File: src/rtl/timer_cmd_pkg.sv
package timer_cmd_pkg;
   localparam int BYTE_W = 8;
   localparam logic [1:0] CTRL_ADDR = 2'b11;
   localparam logic [1:0] SEL_READBACK = 2'b11;
   localparam logic [1:0] ACC_SNAPSHOT = 2'b00;

   // Fold the two aliased mode codes onto their canonical values.
   function automatic logic [2:0] fold_mode(input logic [2:0] m);
      return m[1] ? {1'b0, m[1:0]} : m;
   endfunction
endpackage

File: src/rtl/strobe_sync.sv
module strobe_sync #(
   parameter int STAGES = 2
) (
   input  logic clk,
   input  logic rst_n,
   input  logic active_raw,
   output logic rise,
   output logic fall
);
   generate
      if (STAGES < 2) begin : g_bad
         $error("strobe_sync needs at least two stages");
      end
   endgenerate

   logic [STAGES:0] shr;

   always_ff @(posedge clk or negedge rst_n) begin
      if (!rst_n) shr <= '0;
      else        shr <= {shr[STAGES-1:0], active_raw};
   end

   assign rise = shr[STAGES-1] & ~shr[STAGES];
   assign fall = ~shr[STAGES-1] & shr[STAGES];
endmodule

File: src/rtl/cmd_classify.sv
module cmd_classify
   import timer_cmd_pkg::*;
#(
   parameter int NCH = 3
) (
   input  logic [1:0]        addr,
   input  logic [BYTE_W-1:0] byte_in,
   output logic [NCH-1:0]    is_wr,
   output logic [NCH-1:0]    is_prog,
   output logic [NCH-1:0]    is_lcnt,
   output logic [NCH-1:0]    is_lsts
);
   logic [1:0] sel, acc;
   logic       to_ctrl, readback, snapshot;

   assign sel      = byte_in[7:6];
   assign acc      = byte_in[5:4];
   assign to_ctrl  = (addr == CTRL_ADDR);
   assign readback = to_ctrl && (sel == SEL_READBACK);
   assign snapshot = to_ctrl && !readback && (acc == ACC_SNAPSHOT);

   generate
      for (genvar i = 0; i < NCH; i++) begin : g_ch
         logic named;
         assign named      = (sel == 2'(i));
         assign is_wr[i]   = !to_ctrl && (addr == 2'(i));
         assign is_prog[i] = to_ctrl && !readback && !snapshot && named;
         assign is_lcnt[i] = (snapshot && named) ||
                             (readback && byte_in[1+i] && !byte_in[5]);
         assign is_lsts[i] = readback && byte_in[1+i] && !byte_in[4];
      end
   endgenerate
endmodule

File: src/rtl/read_mux.sv
module read_mux
   import timer_cmd_pkg::*;
#(
   parameter int NCH = 3
) (
   input  logic                  cs_n,
   input  logic                  rd_n,
   input  logic [1:0]            addr,
   input  logic [NCH*BYTE_W-1:0] chan_rdata,
   output logic [BYTE_W-1:0]     rdata,
   output logic                  rdata_oe
);
   logic hit;

   always_comb begin
      hit   = 1'b0;
      rdata = '0;
      for (int i = 0; i < NCH; i++) begin
         if (addr == 2'(i)) begin
            hit = 1'b1;
            if (!cs_n && !rd_n) rdata = chan_rdata[i*BYTE_W +: BYTE_W];
         end
      end
   end

   assign rdata_oe = !cs_n && !rd_n && hit;
endmodule

File: src/rtl/timer_cmd_decoder.sv
module timer_cmd_decoder
   import timer_cmd_pkg::*;
#(
   parameter int NCH         = 3,
   parameter int SYNC_STAGES = 2
) (
   input  logic                  clk,
   input  logic                  rst_n,
   input  logic                  cs_n,
   input  logic                  rd_n,
   input  logic                  wr_n,
   input  logic [1:0]            addr,
   input  logic [7:0]            din,
   input  logic [NCH*8-1:0]      chan_rdata,
   output logic [7:0]            rdata,
   output logic                  rdata_oe,
   output logic [7:0]            wdata,
   output logic [NCH-1:0]        chan_wr,
   output logic [NCH-1:0]        chan_rd,
   output logic [NCH-1:0]        prog,
   output logic [NCH-1:0]        latch_cnt,
   output logic [NCH-1:0]        latch_sts,
   output logic [1:0]            ctl_access,
   output logic [2:0]            ctl_mode,
   output logic                  ctl_bcd
);
   generate
      if (NCH < 1 || NCH > 3) begin : g_bad_nch
         $error("NCH must be 1 to 3: two address bits with one code for control");
      end
   endgenerate

   logic wr_rise, wr_fall_unused, rd_rise, rd_fall;
   logic [NCH-1:0] c_wr, c_prog, c_lcnt, c_lsts;
   logic [1:0] rd_addr_q;

   strobe_sync #(.STAGES(SYNC_STAGES)) u_wr_sync (
      .clk(clk), .rst_n(rst_n), .active_raw(!cs_n && !wr_n),
      .rise(wr_rise), .fall(wr_fall_unused));

   strobe_sync #(.STAGES(SYNC_STAGES)) u_rd_sync (
      .clk(clk), .rst_n(rst_n), .active_raw(!cs_n && !rd_n),
      .rise(rd_rise), .fall(rd_fall));

   cmd_classify #(.NCH(NCH)) u_cls (
      .addr(addr), .byte_in(din),
      .is_wr(c_wr), .is_prog(c_prog), .is_lcnt(c_lcnt), .is_lsts(c_lsts));

   read_mux #(.NCH(NCH)) u_rmux (
      .cs_n(cs_n), .rd_n(rd_n), .addr(addr), .chan_rdata(chan_rdata),
      .rdata(rdata), .rdata_oe(rdata_oe));

   always_ff @(posedge clk or negedge rst_n) begin
      if (!rst_n) begin
         chan_wr    <= '0;
         prog       <= '0;
         latch_cnt  <= '0;
         latch_sts  <= '0;
         wdata      <= '0;
         ctl_access <= '0;
         ctl_mode   <= '0;
         ctl_bcd    <= 1'b0;
      end else begin
         chan_wr   <= wr_rise ? c_wr   : '0;
         prog      <= wr_rise ? c_prog : '0;
         latch_cnt <= wr_rise ? c_lcnt : '0;
         latch_sts <= wr_rise ? c_lsts : '0;
         if (wr_rise && |c_wr) wdata <= din;
         if (wr_rise && |c_prog) begin
            ctl_access <= din[5:4];
            ctl_mode   <= fold_mode(din[3:1]);
            ctl_bcd    <= din[0];
         end
      end
   end

   always_ff @(posedge clk or negedge rst_n) begin
      if (!rst_n) begin
         rd_addr_q <= CTRL_ADDR;
         chan_rd   <= '0;
      end else begin
         if (rd_rise) rd_addr_q <= addr;
         for (int i = 0; i < NCH; i++)
            chan_rd[i] <= rd_fall && (rd_addr_q == 2'(i));
      end
   end
endmodule

File: config.mk
export PLATFORM = sky130hd
export DESIGN_NAME = timer_cmd_decoder
export DESIGN_NICKNAME = d
export VERILOG_FILES = /design/src/rtl/timer_cmd_pkg.sv /design/src/rtl/strobe_sync.sv /design/src/rtl/cmd_classify.sv /design/src/rtl/read_mux.sv /design/src/rtl/timer_cmd_decoder.sv
export SDC_FILE = /design/constraint.sdc
export NUM_CORES = 1
export LEC_CHECK = 0
export BUFFER_PORTS_ARGS = -buffer_cell sky130_fd_sc_hd__buf_2
export CAP_MARGIN = 20
export CORE_AREA = 2 2 58 71
export DETAILED_ROUTE_END_ITERATION = 8
export DIE_AREA = 0 0 60 73
export HOLD_SLACK_MARGIN = 0.02
export PLACE_DENSITY = 0.83
export RECOVER_POWER = 25
export SLEW_MARGIN = 0
export SYNTH_ARGS = -nofsm -noshare
export SYNTH_HDL_FRONTEND = slang
export SYNTH_HIERARCHICAL = 1
export SYNTH_SLANG_ARGS = --single-unit
File: constraint.sdc
create_clock -name clk -period 1.8 [get_ports clk]
set_input_delay 0.27 -clock clk [delete_from_list [all_inputs] [get_ports clk]]
set_output_delay 0.27 -clock clk [all_outputs]
set_load 0.01 [all_outputs]
# Yosys cells after proc, flatten, opt, wreduce, memory -nomap -nowiden

Index checks and enable logic that the tools add are counted.

Add/sub/neg operators: 0
Multipliers: 0
Mux-type cells: 14
Bitwise gates (word level): 6
Magnitude comparators: 0
Divide/modulo/power cells: 0
Reductions and logical operators: 47
Eq/ne operators: 8
Shift operators: 0

Operators by type and width:

| operator           | number |
|---|---|
| $mux 8             | 6 |
| $logic_and 1x1->1  | 30 |
| $mux 3             | 5 |
| $eq 2x2->1 const B | 5 |
| $logic_not 1->1    | 8 |
| $logic_not 2->1    | 4 |
| $eq 2x1->1 const B | 3 |
| $reduce_or 3->1    | 2 |
| $and 1x1->1        | 3 |
| $logic_or 1x1->1   | 3 |
| $mux 1             | 3 |
| $not 1->1          | 3 |

Output and inout port bits: 38
Bits in writable memories: 0
ROM bits: 0
Logic and storage cells: 87
Input bits: 39
Bits in latches: 0
Register bits after elaboration: 37
Memories kept: 0

# Longest topological paths before layout

Gate-level depths: netlist of run 1.

Word-level depth: 10
Depth in mapped cells: 4
Depth with buffers taken out: 4

# Cells and area by module

Netlist of run 1, hierarchy kept.

Modules (own cells, without submodules):

| module            | times used | cells an instance | area an instance (um^2) |
|---|---|---|---|
| timer_cmd_decoder | 1          | 68                | 1119.8 |
| read_mux          | 1          | 29                | 191.4 |
| strobe_sync       | 2          | 5                 | 90.1 |
| cmd_classify      | 1          | 22                | 146.4 |

# Worst setup path after synthesis of run 1

No wires, ideal clock.

Path kind: input -> register
From: input port din[5]
To: register ctl_access[0]
Buffers on the path: 0
Data required time: 1.675 ns
Data arrival time: 1.326 ns
Setup slack: 0.349 ns
Library setup time: 0.125 ns
Stages: 4
Cell sequence: o211ai_1 -> nor3_1 -> o31ai_4 -> mux2_2

Longest elaborated chain between the ends: 7
Elaborated cells on any way between the ends: 9
Classes of those cells: 9 x reduce/logical

RTL lines:

| item                            | line                    | text |
|---|---|---|
| from (decl)                     | timer_cmd_decoder.sv:13 | `input logic [7:0] din,` |
| $logic_not 2->1                 | cmd_classify.sv:20      | `assign snapshot = to_ctrl && !readback && (acc == ACC_SNAPSHOT);` |
| $logic_and 1x1->1               | cmd_classify.sv:20      |  |
| $logic_not 1->1                 | cmd_classify.sv:27      | `assign is_prog[i] = to_ctrl && !readback && !snapshot && named;` |
| $logic_and 1x1->1 (2 in series) | cmd_classify.sv:27      |  |
| via c_prog[1]                   | timer_cmd_decoder.sv:34 | `logic [NCH-1:0] c_wr, c_prog, c_lcnt, c_lsts;` |
| $reduce_or 3->1                 | timer_cmd_decoder.sv:69 | `if (wr_rise && \|c_prog) begin` |
| $logic_and 1x1->1               | timer_cmd_decoder.sv:69 |  |
| to (signal assigned)            | timer_cmd_decoder.sv:70 | `ctl_access <= din[5:4];` |
| to (decl)                       | timer_cmd_decoder.sv:23 | `output logic [1:0] ctl_access,` |

The timed path passes the listed nets, and every way through them passes these cells.
A chain may end at the register's enable or synchronous reset.

# Worst setup path in the final report of run 1

From: input port addr[0]
To: output port rdata[0]

Longest elaborated chain between the ends: 6
Elaborated cells on any way between the ends: 8
Classes of those cells: 2 x eq/ne; 5 x mux; 1 x reduce/logical

RTL lines:

| item            | line                    | text |
|---|---|---|
| from (decl)     | timer_cmd_decoder.sv:12 | `input logic [1:0] addr,` |
| $logic_not 2->1 | read_mux.sv:19          | `if (addr == 2'(i)) begin` |
| $mux 8          | read_mux.sv:19          |  |
| $mux 8          | read_mux.sv:21          | `if (!cs_n && !rd_n) rdata = chan_rdata[i*BYTE_W +: BYTE_W];` |
| $mux 8          | read_mux.sv:19          |  |
| $mux 8          | read_mux.sv:21          |  |
| $mux 8 *        | read_mux.sv:19          |  |
| to (decl)       | timer_cmd_decoder.sv:15 | `output logic [7:0] rdata,` |

Every way passes the cells marked *; elsewhere a longest branch is shown, timed or not.

==> results of run 1 <==
==> critical path: stages <==
cell and delay, ns:
clkbuf_4 0.20, nor4b_4 0.44, nand2_1 0.11, a2bb2oi_1 0.18
buf_2 0.15
==> registers in the layout (all words and copies together) (netlist names) <==
name / cells
u_rd_sync/shr: 3
ctl_access: 2
latch_cnt: 3
chan_wr: 3
ctl_bcd: 1
latch_sts: 3
chan_rd: 3
u_wr_sync/shr: 3
prog: 3
rd_addr_q: 2
wdata: 8
ctl_mode: 3
==> per-stage QoR <==
| step | utilization, % | worst slack, ns | hold WS [ns] | instance area (um2) | total power (W) |
|---|---|---|---|---|---|
| 2_1_floorplan | - | 0.349 | -0.0256 | 1630 | 0.00119 |
| 3_3_place_gp | 55.5 | 0.122 | 0.347 | 2100 | 0.00139 |
| 3_5_place_dp | 55.5 | 0.0501 | 0.338 | 2100 | 0.00140 |
| 4_1_cts | 58.0 | 0.102 | 0.0758 | 2200 | 0.00200 |
| 5_1_grt | 58.2 | 0.0298 | 0.114 | 2200 | 0.00208 |
| 6_report | 58.2 | 0.174 | 0.0872 | 2200 | 0.00198 |
==> routing by layer <==
metal	global-route usage, %	vias up
met1	19.9	617
met3	5.14	12
met4	11.1	0
met2	32.2	74
met5	0	-
li1	-	626
==> power breakdown <==
part           total (W)  internal [W]  switching [W]
Sequential      0.000992      0.000938      0.0000535
Combinational   0.000395      0.000198       0.000197
Clock           0.000592      0.000310       0.000283
==> cell usage in the layout (no fill, tap or decap), types with 3 or more instances in the layout <==
cell,instances
clkbuf_8,6
and2_1,11
nand2_1,9
and2b_2,3
buf_2,74
nor2b_1,4
nor3b_1,4
a2bb2oi_1,8
dfrtp_1,35
nor3_1,3
mux2_2,16
nor2_1,3
buf_4,4
o21ai_0,7
==> cell type report <==
cell class / instances / area [um2]
Fill cell: 334 / 1580
Sequential cell: 37 / 928
Multi-Input combinational cell: 87 / 692
Timing Repair Buffer: 80 / 413
Clock buffer: 6 / 82.6
Tap cell: 54 / 67.6
Clock inverter: 2 / 13.8
Inverter: 2 / 7.51
==> what timing repair did <==
action	in CTS	in global routing
hold buffers	0	0
endpoints found under the setup margin	0	1
gates resized for setup	0	2
==> worst max path at each step <==
| stage | end | slack [ns] | cells past startpoint |
|---|---|---|---|
| final | rdata[0] | 0.17 | 5 |
| after CTS | rdata[4] | 0.10 | 5 |
| after global placement | ctl_mode[1] | 0.12 | 5 |
| after detailed placement | ctl_mode[0] | 0.05 | 5 |
| after floorplan | ctl_access[0] | 0.35 | 4 |
| after global routing | rdata[5] | 0.03 | 5 |
==> flow_summary.ini, run 1 <==
[route]
met1_length_um = 1420
dr_total_vias = 1329
postRouteAntennaNets = 0
totalWireLength_um = 3700
drc_errors = 0
top_layer_used = met4
routedWlPerCell_um = 13.8
firstDrtPassIters = 4
met3_length_um = 271
vias_per_cell = 4.96
drt_iter0_markers = 40
dr_wl_met2_um = 1860

[clock_network]
insertion_delay_ns = 0.29
htreeDepth = 2
clk_pin_slew_ns = 0.07
root_buffer = clkbuf_8
clkSinkCount = 37
clk_path_buf_depth = 2
post_cts_buffers = 0
cts-buffers-inserted = 5
cts_tree = done

[power_and_ir_drop]
peakVddDrop_v = 0.000483
power.density_nw_per_um2 = 898
p_leak_nw = 1.13

[global_routing]
grt_pass1_vias = 1323
grt_antenna_before_repair = 0
grtUsageTotal_pct = 18.7
grt_first_pass_wirelength_um = 6010
grt_max_degree = 38
overflow = 0

[placement]
dp_hpwl_um = 2920
io_buffers = 76
place_congestion = 0.832
dp.cells = 260

[worst_setup_path]
crit_arrival_ns = 1.36
crit_type = input port to output pin
cp-startpoint = addr[0]
rrSetupSlack_ns = 0.40
r2r_start = u_wr_sync/shr[1]
start_kind = input port
ff2ff_path_depth = 5
r2r-end = wdata[4]
critPathMaxFanout = 10
cp.required_ns = 1.53
critPathCaptureType = output pin

[cells_and_area]
syn_to_final_growth_pct = 35.3
fin_cells = 268
drive_above_1_share_pct = 54.7
diodes = 0
final_nets = 252

[sta]
post-route-period-util_pct = 90.3
worstMarginPinSlew_ns = 0.868
min_period_ns = 1.63
rsz0062_at_grt = no
slew_headroom_pct = 42.1
setup_viol = 0
drv_slew = 0
finalSetupTns_ns = 0
fin_skew_ns = 0.00528
hold_viol = 0
fmax_ghz = 0.615

[synth]
ys_warn_count = 6
syn_avg_cell_area_um2 = 12.7
syn_area_um2 = 1630
syn-instance-count = 128
synth_nets = 167

[run_status]
status = finished, final reports clean

[floorplanning]
die_h_um = 73
num_io_pins = 77
die_w_um = 60
core_area_um2 = 3780
initial_core_util_pct = 43.0
rows = 25
die_area_um2 = 4380

[worst_hold_path]
hold_class = input port to asynchronous set/reset pin

[run]
drv_cap = 0
Note: power is estimated with default switching activity, not from simulation.
==> run 2: changes to the inputs <==
--- a/config.mk
+++ b/config.mk
@@ -7,11 +7,11 @@
 export LEC_CHECK = 0
 export BUFFER_PORTS_ARGS = -buffer_cell sky130_fd_sc_hd__buf_2
 export CAP_MARGIN = 20
-export CORE_AREA = 2 2 58 71
+export CORE_AREA = 4 4 63 77
 export DETAILED_ROUTE_END_ITERATION = 8
-export DIE_AREA = 0 0 60 73
+export DIE_AREA = 0 0 67 81
 export HOLD_SLACK_MARGIN = 0.02
-export PLACE_DENSITY = 0.83
+export PLACE_DENSITY = 0.79
 export RECOVER_POWER = 25
 export SLEW_MARGIN = 0
 export SYNTH_ARGS = -nofsm -noshare
==> constraint.sdc (replaced) <==
create_clock -name clk -period 1.3 [get_ports clk]
set_input_delay 0.195 -clock clk [delete_from_list [all_inputs] [get_ports clk]]
set_output_delay 0.195 -clock clk [all_outputs]
set_load 0.01 [all_outputs]
==> run 2 against run 1 <==
  * The flow now finishes with violations (negative setup slack)
  * Combinational power up 67%
  * Routed wire length rose by 25%
  * Critical path depth grew 2
==> flow_summary.ini, run 2 (synthesis gave the netlist of run 1 again) <==
[run_status]
status = finished with violations
violations = negative setup slack

[sta]
setup_viol = 8
finalWorstSetupSlack_ns = -0.0432
min_period_ns = 1.34
slew_headroom_pct = 71.9
finalSetupTns_ns = -0.292
post-route-period-util_pct = 103
fmax_ghz = 0.744
drv_slew = 0
rsz0062_at_grt = yes
worstMarginPinSlew_ns = 0.418
fin_skew_ns = 0.00824
hold_viol = 0

[run]
drv_cap = 0

[cells_and_area]
fill_cells = 335
final_cell_mix = buf_2, dfrtp_1, buf_4
drive_above_1_share_pct = 64.4
multi_input_area_um2 = 783
final_common_cell = buf_2
syn_to_final_growth_pct = 57.6
final_cell_area_um2 = 2570
seq_area_um2 = 928
largest_reg_flops = 8
diodes = 0
top_register = wdata
fin_cells = 295
final_nets = 277

[clock_network]
cts_tree = done
htreeDepth = 2
insertion_delay_ns = 0.29
root_buffer = clkbuf_8
clk_pin_slew_ns = 0.07
cts-buffers-inserted = 5
clk_path_buf_depth = 2
clkSinkCount = 37

[floorplanning]
initial_core_util_pct = 39.4
num_io_pins = 77
die_w_um = 67
die_h_um = 81
core_area_um2 = 4130
rows = 26
die_area_um2 = 5430

[worst_setup_path]
critPathSlowestCell = nor4b_4
critPathMaxFanout = 8
crit_type = input port to output pin
cpPeakStageDelay_ns = 0.21
cp.required_ns = 1.11
path_cells = buf_8 > buf_6 > nor4b_4 > buf_6 > nand2_2 > a2bb2oi_2 > buf_2
critPathCaptureType = output pin
start_kind = input port
path_common_cell = buf_6
crit_arrival_ns = 1.15

[global_routing]
grt_antenna_before_repair = 0
grtUsageTotal_pct = 17.7
grt_first_pass_wirelength_um = 7070
grt_max_degree = 22
grt_use_met3_pct = 4.56
grt_pass1_vias = 1562
overflow = 0
top_usage_layer = met2
met2_usage_pct = 31.0
use_met1_pct = 18.5

[power_and_ir_drop]
peakVddDrop_v = 0.000852
p_leak_nw = 1.30
total_power_w = 0.00318
power.density_nw_per_um2 = 1240

[route]
vias_per_cell = 4.92
postRouteAntennaNets = 0
drt_iter0_markers = 44
routedWlPerCell_um = 15.7
firstDrtPassIters = 4
totalWireLength_um = 4620
drc_errors = 0
dr_total_vias = 1450

[placement]
place_area_um2 = 2260
post-place-ws_ns = -0.344
place_congestion = 0.858
io_buffers = 76
dp.cells = 280
dp_hpwl_um = 3340

[worst_hold_path]
hold_class = input port to register
[run 2: cell count changes in the layout (fill, tap and decap cells not counted), sizes merged]
cell,previous run,this run
buf,78,100
clkbuf,8,9
bufinv,0,2
clkinv,2,1
dlygate4sd3,0,1
[run 2: per-stage QoR]
| stage | hold slack (ns) | util (%) |
|---|---|---|
| after global placement | 0.131 | 54.8 |
| after detailed placement | 0.135 | 54.8 |
| after floorplan | -0.101 | - |
| after global routing | 0.0622 | 62.1 |
| final | 0.0575 | 62.1 |
| after CTS | 0.0384 | 60.9 |
[run 2: worst paths after layout]
path / start / endpoint / slack, ns / cells past startpoint
setup / recovery: addr[1] / rdata[0] / -0.04 / 7
hold / removal: wr_n / u_wr_sync/shr[0] / 0.06 / 2
setup reg to reg: u_wr_sync/shr[2] / wdata[6] / 0.02 / 4
hold reg to reg: u_rd_sync/shr[0] / u_rd_sync/shr[1] / 0.35 / 0
max in group asynchronous: rst_n / rd_addr_q[0] / 0.17 / 3
min in group asynchronous: rst_n / wdata[3] / 0.39 / 2
[run 2: area by class of cell]
type                    instances  area share (%)
well taps                      56            2.73
flip-flops and latches         37            36.2
repair buffers                105            25.1
inverters                       2           0.292
clock buffers                   5            2.68
clock inverters                 3            2.53
multi-input cells              87            30.5
[run 2: report_power, final]
group	internal (W)	switching, W	leakage (nW)
Sequential	0.00130	0.0000701	0.477
Combinational	0.000346	0.000313	0.753
Clock	0.000762	0.000391	0.0681
Total	0.00241	0.000775	1.30
[run 2: timing repair]
action,CTS,global route
endpoints found under the hold margin,16,0
hold buffers,1,0
setup buffers,4,3
endpoints found under the setup margin,22,21
pin swaps,10,9
gates resized for setup,27,12
gates cloned,1,0
[run 2: per-layer routing]
layer	wire [um]	part of all wire, %	up-vias
met5	0	0	-
met2	2420	52	75
met4	202	4.4	0
met3	387	8.4	15
met1	1610	35	684
li1	-	-	676
[run 2: worst max-delay path, delay by kind of cell]
family                 cells  cell delay [ns]
and+or+nand+nor            2             0.29
AOI/OAI and AO/OA          1             0.13
buffers and inverters      4             0.51
==> run 3: changes to the inputs <==
--- a/config.mk
+++ b/config.mk
@@ -5,11 +5,12 @@
 export SDC_FILE = /design/constraint.sdc
 export NUM_CORES = 1
 export LEC_CHECK = 0
+export ABC_AREA = 1
 export BUFFER_PORTS_ARGS = -buffer_cell sky130_fd_sc_hd__buf_2
 export CAP_MARGIN = 20
-export CORE_AREA = 4 4 63 77
+export CORE_AREA = 4 4 64 78
 export DETAILED_ROUTE_END_ITERATION = 8
-export DIE_AREA = 0 0 67 81
+export DIE_AREA = 0 0 68 82
 export HOLD_SLACK_MARGIN = 0.02
 export PLACE_DENSITY = 0.79
 export RECOVER_POWER = 25
==> run 3 against run 2 <==
  * The run now ends clean
  * Maximum frequency up 10%
  * Count of clock-buffer cells in the layout up 1
  * Die area increased by 2.7%
  * Highest routed layer unchanged
==> flow_summary.ini, run 3 <==
[run_status]
status = finished, final reports clean

[sta]
holdWs_ns = 0.0470
setup_viol = 0
fmax_ghz = 0.820
post-route-period-util_pct = 93.8
finalSetupTns_ns = 0
worstMarginPinSlew_ns = 0.402
min_period_ns = 1.22
hold_viol = 0
fin_skew_ns = 0.0115
rsz0062_at_grt = yes
slew_headroom_pct = 73.2
drv_slew = 0

[placement]
dp_hpwl_um = 3270
io_buffers = 76
place_congestion = 0.780

[run]
drv_cap = 0

[global_routing]
overflow = 0
grt_pass1_vias = 1557
grt_max_degree = 26
grt_antenna_before_repair = 0
grt_first_pass_wirelength_um = 6780
grtUsageTotal_pct = 16.2

[worst_setup_path]
critPathCaptureType = output pin
crit_type = input port to output pin
rrSetupSlack_ns = 0.12
crit_arrival_ns = 1.02
cp.required_ns = 1.11
critPathMaxFanout = 8
ff2ff_path_depth = 6
start_kind = input port

[route]
totalWireLength_um = 4240
drt_iter0_markers = 90
routedWlPerCell_um = 12.0
drc_errors = 0
postRouteAntennaNets = 0
dr_total_vias = 1642
firstDrtPassIters = 4
vias_per_cell = 4.66

[cells_and_area]
largest_reg_flops = 8
syn_to_final_growth_pct = 37.9
final_common_cell = buf_2
top_register = wdata
drive_above_1_share_pct = 37.2
final_nets = 334
fill_cells = 383
diodes = 0
final_cell_mix = buf_2, nand2_1, dfrtp_1, nand3_1, inv_1

[floorplanning]
die_w_um = 68
num_io_pins = 77
die_h_um = 82
rows = 26
initial_core_util_pct = 41.0
die_area_um2 = 5580
core_area_um2 = 4230

[worst_hold_path]
hold_depth = 2
hold_class = input port to register

[power_and_ir_drop]
power.density_nw_per_um2 = 1230
p_leak_nw = 1.44
peakVddDrop_v = 0.000540

[clock_network]
root_buffer = clkbuf_8
cts_tree = done
clkSinkCount = 37
htreeDepth = 2
insertion_delay_ns = 0.29
clk_path_buf_depth = 2
clk_pin_slew_ns = 0.06
cts-buffers-inserted = 5

[synth]
ys_warn_count = 6
syn_avg_cell_area_um2 = 8.49
syn_area_um2 = 1730
syn-instance-count = 204
synth_nets = 243
## run 3: final timing paths
kind	start	end
min in group asynchronous	rst_n	latch_cnt[1]
setup reg to reg	u_wr_sync/shr[2]	ctl_mode[2]
setup / recovery	addr[0]	rdata[0]
hold / removal	wr_n	u_wr_sync/shr[0]
max in group asynchronous	rst_n	rd_addr_q[1]
hold reg to reg	u_wr_sync/shr[0]	u_wr_sync/shr[1]
## run 3: where the power goes
part	internal (W)	switching (W)	total [W]
clock network	0.000623	0.000401	0.00102
logic	0.000242	0.000310	0.000552
registers	0.00128	0.0000726	0.00136
## run 3: metrics by stage
step	power, W	util (%)	setup slack [ns]	std cells	cell area (um2)
finish	0.00293	56.5	0.0807	352	2390
global route	0.00308	56.5	-0.0195	352	2390
CTS	0.00298	56.3	0.0758	351	2380
detailed placement	0.00194	53.2	0.0567	342	2250
global placement	0.00192	53.2	0.0789	342	2250
floorplan	0.00164	-	0.163	204	1730
## run 3: final cells by class
cell class                      instances  area [um2]  area share, %
Clock inverter                          2        37.5           1.57
Sequential cell                        37         928           38.8
Tap cell                               56        70.1           2.93
Timing Repair Buffer                   87         488           20.4
Inverter                               29         109           4.55
Clock buffer                            6        82.6           3.46
Multi-Input combinational cell        135         674           28.2
## run 3: repair_timing
item | 4_1_cts | 5_1_grt
gates resized for setup | 0 | 4
hold buffers | 1 | 0
setup endpoints to repair | 0 | 15
hold endpoints to repair | 15 | 0
buffers inserted | 0 | 1
## run 3: critical path, stage by stage
cell,delay [ns]
buf_2,0.12
buf_6,0.13
inv_2,0.05
nor2_4,0.20
nand3_1,0.11
nand3_1,0.08
buf_2,0.13
## run 3: per-layer routing
| layer | wire length [um] | GRT usage [%] | part of all wire, % | vias to the layer above |
|---|---|---|---|---|
| met5 | 0 | 0 | 0 | - |
| met4 | 69 | 7.16 | 1.6 | 0 |
| met3 | 233 | 4.24 | 5.5 | 7 |
| met2 | 2170 | 26.5 | 51 | 48 |
| met1 | 1770 | 20.0 | 42 | 743 |
| li1 | - | - | - | 844 |
